### src/rtl/usr_pkg.sv
package usr_pkg;

    // Direction mode fixed at elaboration
    typedef enum logic [1:0] {
        DIR_RIGHT = 2'd0,
        DIR_LEFT  = 2'd1,
        DIR_PIN   = 2'd2
    } shift_op_e;

    // Fill style for the vacated end
    typedef enum logic [1:0] {
        STY_LOGICAL = 2'd0,
        STY_ARITH   = 2'd1,
        STY_CIRC    = 2'd2
    } shift_style_e;

    // Action selected for the coming clock edge
    typedef enum logic [2:0] {
        ACT_HOLD = 3'd0,
        ACT_SYNC = 3'd1,
        ACT_LOAD = 3'd2,
        ACT_SHR  = 3'd3,
        ACT_SHL  = 3'd4
    } act_e;

    // Synchronous control inputs grouped for the decoder
    typedef struct packed {
        logic en;
        logic sync;
        logic load;
        logic dir_right;
    } ctl_t;

endpackage

### src/rtl/usr_ctrl.sv
module usr_ctrl
    import usr_pkg::*;
#(
    parameter shift_op_e OP_MODE = DIR_PIN
) (
    input  ctl_t ctl,
    output act_e act
);

    // Priority: enable gate, sync constant, parallel load, then shift
    always_comb begin
        if (!ctl.en) begin
            act = ACT_HOLD;
        end else if (ctl.sync) begin
            act = ACT_SYNC;
        end else if (ctl.load) begin
            act = ACT_LOAD;
        end else begin
            case (OP_MODE)
                DIR_RIGHT: act = ACT_SHR;
                DIR_LEFT:  act = ACT_SHL;
                default:   act = ctl.dir_right ? ACT_SHR : ACT_SHL;
            endcase
        end
    end

endmodule

### src/rtl/usr_shifter.sv
module usr_shifter
    import usr_pkg::*;
#(
    parameter int           WIDTH = 8,
    parameter shift_style_e STYLE = STY_LOGICAL
) (
    input  logic [WIDTH-1:0] cur,
    input  logic             ms_in,
    input  logic             ls_in,
    output logic [WIDTH-1:0] shr_val,
    output logic [WIDTH-1:0] shl_val
);

    localparam int MSB = WIDTH - 1;

    logic fill_r;
    logic fill_l;

    generate
        if (STYLE == STY_ARITH) begin : g_arith
            logic unused_ms;
            assign unused_ms = ms_in;
            assign fill_r    = cur[MSB];
            assign fill_l    = ls_in;
        end else if (STYLE == STY_CIRC) begin : g_circ
            logic unused_serial;
            assign unused_serial = ms_in ^ ls_in;
            assign fill_r        = cur[0];
            assign fill_l        = cur[MSB];
        end else begin : g_logical
            assign fill_r = ms_in;
            assign fill_l = ls_in;
        end
    endgenerate

    assign shr_val = {fill_r, cur[MSB:1]};
    assign shl_val = {cur[MSB-1:0], fill_l};

endmodule

### src/rtl/uni_shift_reg.sv
module uni_shift_reg
    import usr_pkg::*;
#(
    parameter int               WIDTH      = 8,
    parameter shift_op_e        OP_MODE    = DIR_PIN,
    parameter shift_style_e     STYLE      = STY_LOGICAL,
    parameter logic [WIDTH-1:0] PRESET_VAL = '0,
    parameter logic [WIDTH-1:0] SYNC_VAL   = '0
) (
    input  logic             clk,
    input  logic             preset,
    input  logic             sync_ld,
    input  logic             load,
    input  logic             clk_en,
    input  logic             dir_right,
    input  logic             ms_in,
    input  logic             ls_in,
    input  logic [WIDTH-1:0] d_in,
    output logic [WIDTH-1:0] q,
    output logic             ms_out,
    output logic             ls_out
);

    localparam int MSB = WIDTH - 1;

    ctl_t             ctl;
    act_e             act;
    logic [WIDTH-1:0] shr_val;
    logic [WIDTH-1:0] shl_val;
    logic [WIDTH-1:0] nxt;
    logic [WIDTH-1:0] q_r;

    assign ctl = '{en: clk_en, sync: sync_ld, load: load, dir_right: dir_right};

    usr_ctrl #(.OP_MODE(OP_MODE)) u_ctrl (
        .ctl (ctl),
        .act (act)
    );

    usr_shifter #(.WIDTH(WIDTH), .STYLE(STYLE)) u_shifter (
        .cur     (q_r),
        .ms_in   (ms_in),
        .ls_in   (ls_in),
        .shr_val (shr_val),
        .shl_val (shl_val)
    );

    always_comb begin
        case (act)
            ACT_SYNC: nxt = SYNC_VAL;
            ACT_LOAD: nxt = d_in;
            ACT_SHR:  nxt = shr_val;
            ACT_SHL:  nxt = shl_val;
            default:  nxt = q_r;
        endcase
    end

    always_ff @(posedge clk or posedge preset) begin
        if (preset) q_r <= PRESET_VAL;
        else        q_r <= nxt;
    end

    assign q      = q_r;
    assign ms_out = q_r[MSB];
    assign ls_out = q_r[0];

    // Port-level checks
    AST_PRESET_VAL: assert property (@(posedge clk) preset |-> q == PRESET_VAL);
    AST_SYNC_WINS: assert property (@(posedge clk) disable iff (preset)
        (clk_en && sync_ld) |=> q == SYNC_VAL);
    AST_PAR_LOAD: assert property (@(posedge clk) disable iff (preset)
        (clk_en && !sync_ld && load) |=> q == $past(d_in));
    AST_HOLD_OFF: assert property (@(posedge clk) disable iff (preset)
        !clk_en |=> $stable(q));
    AST_MOVE_RIGHT: assert property (@(posedge clk) disable iff (preset)
        act == ACT_SHR |=> q[MSB-1:0] == $past(q[MSB:1]));
    AST_MOVE_LEFT: assert property (@(posedge clk) disable iff (preset)
        act == ACT_SHL |=> q[MSB:1] == $past(q[MSB-1:0]));

    generate
        if (STYLE == STY_LOGICAL) begin : g_chk_logic
            AST_FILL_MSB: assert property (@(posedge clk) disable iff (preset)
                act == ACT_SHR |=> q[MSB] == $past(ms_in));
        end else if (STYLE == STY_ARITH) begin : g_chk_arith
            AST_SIGN_KEEP: assert property (@(posedge clk) disable iff (preset)
                act == ACT_SHR |=> q[MSB] == $past(q[MSB]));
        end else begin : g_chk_circ
            AST_ONES_KEEP: assert property (@(posedge clk) disable iff (preset)
                (act == ACT_SHR || act == ACT_SHL) |=> $countones(q) == $countones($past(q)));
        end
    endgenerate

endmodule

### config.mk
export PLATFORM = sky130hd
export DESIGN_NAME = uni_shift_reg
export DESIGN_NICKNAME = d
export VERILOG_FILES = /design/src/rtl/usr_pkg.sv /design/src/rtl/usr_ctrl.sv /design/src/rtl/usr_shifter.sv /design/src/rtl/uni_shift_reg.sv
export SDC_FILE = /design/constraint.sdc
export NUM_CORES = 1
export LEC_CHECK = 0
export BUFFER_PORTS_ARGS = -buffer_cell sky130_fd_sc_hd__buf_2
export CAP_MARGIN = 20
export CORE_ASPECT_RATIO = 1.2
export CORE_MARGIN = 8
export CORE_UTILIZATION = 44
export DETAILED_ROUTE_END_ITERATION = 8
export PLACE_DENSITY_LB_ADDON = 0.08
export SKIP_CTS_REPAIR_TIMING = 1
export SYNTH_ARGS = -nofsm -noshare
export SYNTH_HDL_FRONTEND = slang
export SYNTH_HIERARCHICAL = 1
export SYNTH_SLANG_ARGS = --single-unit
### constraint.sdc
create_clock -name clk -period 1.2 [get_ports clk]
set_input_delay 0.18 -clock clk [delete_from_list [all_inputs] [get_ports clk]]
set_output_delay 0.18 -clock clk [all_outputs]
set_load 0.02 [all_outputs]
# --- Word-level counts from Yosys, hierarchy flattened ---
# Cells that the tools add are included.
op_classes:
  n_eq_ne: 4
  muxes: 5
  n_reduce_logical: 1
op_table:
  columns: ["operator", "n"]
  rows:
  - ["8-bit case mux with 4 select lines", 1]
  - ["3-bit two-way mux", 4]
  - ["3-bit by 2-bit equality test with 1-bit output (second input constant)", 2]
  - ["4-bit nonzero test", 1]
  - ["3-bit by 1-bit equality test with 1-bit output (second input constant)", 1]
  - ["3-bit equality test (second input constant)", 1]
totals:
  register_bits: 8
  word_cells: 11

# --- Depth between registers and ports, before layout ---
# Gate-level depths: netlist of the first run.
depth:
  ltp_word: 6
  ltp_mapped: 7

# --- By module ---
# The synthesis of the first run kept the hierarchy.
modules_own_cells:
  columns: ["module", "instances", "cells_each", "area_per_inst_um2", "seq_area_each_um2"]
  rows:
  - ["uni_shift_reg", 1, 58, 593.1, 200.2]
  - ["usr_shifter", 1, 16, 120.1, 0.0]
  - ["usr_ctrl", 1, 6, 40.0, 0.0]

# --- Worst setup path before layout of the first run ---
# Ideal clock, no wire load.
synth_timing:
  path_kind: "input to register"
  startpoint: "in sync_ld"
  endpoint: "reg q_r[2] (netlist: q[2])"
  setup_ns: 0.082
  t_arrival_ns: 1.287
  required_ns: 1.118
  path_slack_ns: -0.169
  path_stages: 5
  path_buffers: 1
  cell_sequence: "nand2b_4 > nor3_1 > clkbuf_1 > a221oi_1 > a31oi_1"
synth_via:
  elab_chain_cells: 4
synth_lines:
  columns: ["item", "line_no", "rtl"]
  rows:
  - ["start: declaration", "uni_shift_reg.sv:12", "input logic sync_ld,"]
  - ["3-bit two-way mux *", "usr_ctrl.sv:14", "end else if (ctl.sync) begin"]
  - ["3-bit two-way mux *", "usr_ctrl.sv:12", "if (!ctl.en) begin"]
  - ["net act[2]", "uni_shift_reg.sv:27", "act_e act;"]
  - ["3-bit equality test (tied with other cells)", "uni_shift_reg.sv:49", "case (act)"]
  - ["8-bit case mux with 4 select lines / 4-bit nonzero test (equally long branches)", null, null]
  - ["end signal: assignment", "uni_shift_reg.sv:60", "else q_r <= nxt;"]
  - ["end: declaration", "uni_shift_reg.sv:31", "logic [WIDTH-1:0] q_r;"]
# Mark *: on every way through the listed nets, which the timed path passes. The rest lies on a longest branch.
# A chain may end at the register's enable or synchronous reset.

# --- Worst setup path in the final report of the first run ---
layout_timing:
  startpoint: "in dir_right"
  endpoint: "reg q_r[5] (netlist: q[5])"
layout_via:
  elab_chain_cells: 6
layout_lines:
  columns: ["item", "line_no", "rtl"]
  rows:
  - ["start: declaration", "uni_shift_reg.sv:15", "input logic dir_right,"]
  - ["3-bit two-way mux *", "usr_ctrl.sv:22", "default: act = ctl.dir_right ? ACT_SHR : ACT_SHL;"]
  - ["3-bit two-way mux *", "usr_ctrl.sv:16", "end else if (ctl.load) begin"]
  - ["3-bit two-way mux *", "usr_ctrl.sv:14", null]
  - ["3-bit two-way mux *", "usr_ctrl.sv:12", null]
  - ["net act[0]", "uni_shift_reg.sv:27", null]
  - ["3-bit equality test (tied with other cells)", "uni_shift_reg.sv:49", null]
  - ["8-bit case mux with 4 select lines / 4-bit nonzero test (equally long branches)", null, null]
# Marked as above.

==> impl_metrics.csv, run 1 <==
group,metric,value,unit
status,status,"finished, violations left",
status,violations,"setup timing",
drt,drc,0,
cells_and_area,synthToLayoutAreaGrowth,29.6,%
synth,synth-seq-area-share,26.6,%
synth,synth_mux_area_share,15.0,%
sta,finalMaxSlewViolations,0,
synth,synthSimpleGateAreaFrac,15.8,%
sta,fin_crit_sh,102,%
critical_path,worstPathMaxFanout,5,
clock_network,h-tree-depth,1,
placement,place.gp.congestion,0.756,
floorplanning,ioPinCount,26,
floorplanning,dieArea,3300,µm²
global_route,track_usage,10.7,%
synth,avgSynthCellArea,9.42,µm²
cells_and_area,final_util,60.2,%
cells_and_area,layout-drive-gt1-share,64.6,%
floorplanning,start_util,46.5,%
cells_and_area,layout_common_cells,"24 x buf_2, 16 x nand2_1, 10 x buf_4",
critical_path,timing.critical_path.required,1.33,ns
critical_path,start_kind,"primary input",
synth,synth_nets,96,
placement,pre_cts_slack,-0.340,ns
drt,routed_wl,1.73,mm
drt,initialDrtViolationCount,8,
critical_path,critPathCaptureType,"register",
cells_and_area,largest_reg_flops,8,
clock_network,cts_tree,"done",
power_and_ir_drop,internal-power,655,µW
clock_network,clk_path_buf_depth,2,
synth,synth_top_family_by_area,"buffers and inverters",
synth,synth_cell_type_count,19,
power_and_ir_drop,switching_power,360,µW
critical_path,arrival,1.35,ns
hold_path,hp-class,"in2reg",
synth,synth-adder-area-share,0,%
sta,finalHoldViolCount,0,
sta,max-slew-margin-rel,75.3,%
floorplanning,dieWidth,53.8,µm
clock_network,numCtsBuffers,3,
sta,setup_viol,6,
critical_path,worst-setup-path-type,"in2reg",
synth,yosys_warnings,6,
sta,whs,0.191,ns
critical_path,path_cells,"buf_6, nor2b_4, o21a_4, clkbuf_16, mux2_4, a221oi_2, a31oi_1",
sta,fin_ws,-0.0197,ns
synth,netlist_instances,80,
critical_path,slowest_delay,0.30,ns
clock_network,root_buffer,"clkbuf_4",
drt,postRouteAntennaNets,0,
critical_path,crit_slowest_cell,"mux2_4",
synth,synth_seq_cells,8,
floorplanning,die_h,61.3,µm
global_route,grt_pass1_vias,599,
floorplanning,rows,16,
hold_path,hold_depth,3,
global_route,grt_max_degree,17,
cells_and_area,num-fill-cells,140,
synth,synth_compound_area_share,18.6,%
global_route,grt.overflow.total,0,
critical_path,path_delay_family,"compound AO/OA/AOI/OAI gates",
clock_network,clock_latency,0.25,ns
critical_path,path_depth,7,
global_route,antenna_found_initial,0,
cells_and_area,diodes,0,
sta,tightestPinTransition,0.371,ns
power_and_ir_drop,ir_drop,617,µV
placement,placed_cell_area,895,µm²
power_and_ir_drop,p_seq_share,33.6,%
power_and_ir_drop,pwr-share-comb,46.0,%
drt,firstDrtPassIters,4,
drt,vias,622,
sta,min_period,1.22,ns
power_and_ir_drop,clkPwrFrac,20.4,%
synth,syn_area,753,µm²
cells_and_area,final_nets,117,
job,drv_cap,0,
clock_network,clock_sinks,8,
sta,rsz0062_at_grt,"true",
floorplanning,core_area,1620,µm²
placement,io_buffers,25,
critical_path,path_buf_inv,2,
critical_path,worst_r2r_path_depth,3,
drt,wl_per_cell,14.7,µm
cells_and_area,fin_area,976,µm²
sta,fin_skew,0.000910,ns
power_and_ir_drop,p_per_area,1040,nW/µm²
drt,viasPerCell,5.32,
sta,max_freq,820,MHz
synth,synth_xor_area_share,0,%
global_route,grt_pass1_wl,2.55,mm
cells_and_area,layout_commonest_cell,"buf_2",
placement,place_hpwl,1.24,mm
power_and_ir_drop,leakagePower,0.000478,µW
power_and_ir_drop,p_sw_share,35.4,%
clock_network,clkTransAtPathRegs,0.05,ns
[logic make-up after synthesis]
| family | count (synthesis) |
|---|---|
| mux | 8 |
| simple gates | 23 |
| buf+inv | 24 |
| flops | 8 |
| compound gates | 17 |
[final timing paths]
check / from / to / slack, ns
max in group asynchronous: preset / q[0] / 0.55
max: dir_right / q[5] / -0.02
max reg2reg: q[7] / q[6] / 0.10
min in group asynchronous: preset / q[4] / 0.42
min: ls_in / q[0] / 0.19
min reg2reg: q[4] / q[4] / 0.62
[per-stage QoR]
| stage | setup TNS [ns] | total power, µW | cells |
|---|---|---|---|
| 2_1_floorplan | -0.754 | 740 | 80 |
| 3_3_place_gp | -2.21 | 786 | 112 |
| 3_5_place_dp | -2.62 | 790 | 112 |
| 4_1_cts | -0.391 | 1010 | 115 |
| 5_1_grt | -0.220 | 1080 | 117 |
| 6_report | -0.0765 | 1010 | 117 |
[synth_stat cells]
library cell	number	area, µm²
a221oi_1	6	52.6
a221oi_2	2	30.0
a31oi_1	8	50.1
buf_2	1	5.00
buf_4	18	135
buf_6	3	33.8
clkbuf_1	1	3.75
dfrtp_1	8	200
inv_1	1	3.75
mux2_2	2	22.5
mux2_4	6	90.1
nand2_1	16	60.1
nand2b_4	1	13.8
nor2_1	2	7.51
nor2_8	1	20.0
nor2b_1	1	6.26
nor3_1	1	5.00
o21a_1	1	7.51
or2_2	1	6.26
[worst reg2reg max path: stages (launching register included)]
cell and delay (ns):
dfrtp_1 0.43, mux2_4 0.28, a221oi_2 0.20, a31oi_1 0.07
[power by group through the flow]
stage               clock network (µW)  logic [µW]  registers [µW]
floorplan                            0         335             406
global placement                     0         442             344
detailed placement                   0         445             345
CTS                                225         446             342
global route                       238         499             346
finish                             207         466             341
[area by class of cell]
cell class / instances / area (µm²) / area share [%]
Multi-Input combinational cell: 48 / 445 / 45.6
Timing Repair Buffer: 39 / 282 / 28.8
Sequential cell: 8 / 200 / 20.5
Clock buffer: 3 / 22.5 / 2.31
Tap cell: 18 / 22.5 / 2.31
Inverter: 1 / 3.75 / 0.385
[metal layers]
layer	part of all wire, %	global-route usage [%]
met1	45	12.6
met2	48	16.1
met3	4.8	1.69
met4	1.6	9.75
met5	0	0
(Power assumes the default switching activity.)
==> run 2, diff against run 1 <==
REMOVE_ABC_BUFFERS = 1   (was unset)
==> impl_metrics.csv, run 2 (synthesis results as in run 1) <==
group,metric,value,unit
status,status,"finished, violations left",
status,violations,"setup timing",
sta,max_freq,829,MHz
job,drv_cap,0,
placement,placed_cell_area,821,µm²
global_route,grt_max_degree,17,
clock_network,clk_path_buf_depth,2,
global_route,track_usage,11.8,%
floorplanning,die_h,61.3,µm
drt,wl_per_cell,15.4,µm
floorplanning,rows,16,
cells_and_area,diodes,0,
global_route,grt_pass1_wl,2.88,mm
drt,initialDrtViolationCount,4,
power_and_ir_drop,ir_drop,639,µV
sta,fin_skew,0.00261,ns
clock_network,root_buffer,"clkbuf_4",
sta,rsz0062_at_grt,"true",
cells_and_area,final_nets,118,
drt,vias,627,
cells_and_area,layout_common_cells,"24 x buf_2, 16 x nand2_1, 10 x buf_4",
critical_path,start_kind,"primary input",
drt,postRouteAntennaNets,0,
global_route,antenna_found_initial,0,
drt,drc,0,
floorplanning,core_area,1620,µm²
cells_and_area,layout_commonest_cell,"buf_2",
sta,finalMaxSlewViolations,0,
clock_network,clkTransAtPathRegs,0.06,ns
sta,setup_viol,1,
global_route,grt_pass1_vias,654,
hold_path,hp-class,"in2reg",
clock_network,numCtsBuffers,3,
critical_path,worstPathMaxFanout,4,
clock_network,clock_latency,0.26,ns
drt,firstDrtPassIters,4,
power_and_ir_drop,p_per_area,1080,nW/µm²
sta,min_period,1.21,ns
drt,viasPerCell,5.31,
floorplanning,dieWidth,53.8,µm
floorplanning,start_util,46.5,%
clock_network,cts_tree,"done",
sta,max-slew-margin-rel,71.8,%
placement,io_buffers,25,
sta,tightestPinTransition,0.423,ns
critical_path,worst-setup-path-type,"in2reg",
cells_and_area,synthToLayoutAreaGrowth,23.6,%
cells_and_area,num-fill-cells,160,
power_and_ir_drop,p_total,1010,µW
cells_and_area,largest_reg_flops,8,
sta,fin_crit_sh,100,%
floorplanning,ioPinCount,26,
sta,fin_ws,-0.00580,ns
global_route,grt.overflow.total,0,
power_and_ir_drop,leakagePower,0.000464,µW
critical_path,critPathCaptureType,"register",
cells_and_area,fin_area,931,µm²
clock_network,h-tree-depth,1,
critical_path,timing.critical_path.required,1.33,ns
cells_and_area,layout-drive-gt1-share,62.0,%
placement,place.gp.congestion,0.737,
critical_path,arrival,1.34,ns
sta,finalHoldViolCount,0,
placement,place_hpwl,1.29,mm
floorplanning,dieArea,3300,µm²
drt,routed_wl,1.82,mm
clock_network,clock_sinks,8,
==> run 2: routing by layer <==
| metal | up-vias | wire [µm] | part of all wire, % | track usage, % |
|---|---|---|---|---|
| met5 | - | 0 | 0 | 0 |
| met4 | 0 | 34 | 1.9 | 5.42 |
| met3 | 5 | 104 | 5.7 | 4.35 |
| met2 | 16 | 925 | 51 | 20.1 |
| met1 | 295 | 754 | 41 | 12.4 |
| li1 | 311 | - | - | - |
==> run 2: area by class of cell <==
class	count	area [µm²]	share of cell area, %
Clock buffer	3	22.5	2.42
Inverter	1	3.75	0.403
Multi-Input combinational cell	49	432	46.4
Sequential cell	8	200	21.5
Tap cell	18	22.5	2.42
Timing Repair Buffer	39	250	26.9
==> run 2: worst max-delay path, cell delays in order <==
cell,delay (ns)
buf_6,0.09
nor2b_4,0.11
o21a_1,0.21
buf_6,0.15
mux2_4,0.29
a221oi_1,0.24
a31oi_1,0.06
==> run 2: worst paths after layout <==
path	startpoint	to	slack (ns)	cells after the start
min in group asynchronous	preset	q[1]	0.43	3
max in group asynchronous	preset	q[5]	0.51	3
hold / removal	ls_in	q[0]	0.19	3
setup / recovery	dir_right	q[4]	-0.006	7
setup reg to reg	q[2]	q[1]	0.09	3
hold reg to reg	q[2]	q[3]	0.62	2
==> run 2: per-stage QoR <==
step	setup slack (ns)	std cells	hold slack [ns]	util (%)	setup TNS, ns
3_5_place_dp	-0.306	113	0.160	50.6	-2.23
6_report	-0.00580	118	0.187	57.4	-0.00580
3_3_place_gp	-0.283	113	0.152	50.6	-2.09
5_1_grt	-0.0615	118	0.199	57.4	-0.239
4_1_cts	-0.0188	116	-0.124	52.0	-0.0688
2_1_floorplan	-0.388	57	-0.00434	-	-3.01
==> run 2: where the power goes <==
part	total, µW	leakage (µW)	switching, µW	internal (µW)
sequential	340	0.000103	32.3	307
clock	218	0.0000138	102	115
combinational	451	0.000347	230	221
total	1010	0.000464	365	643
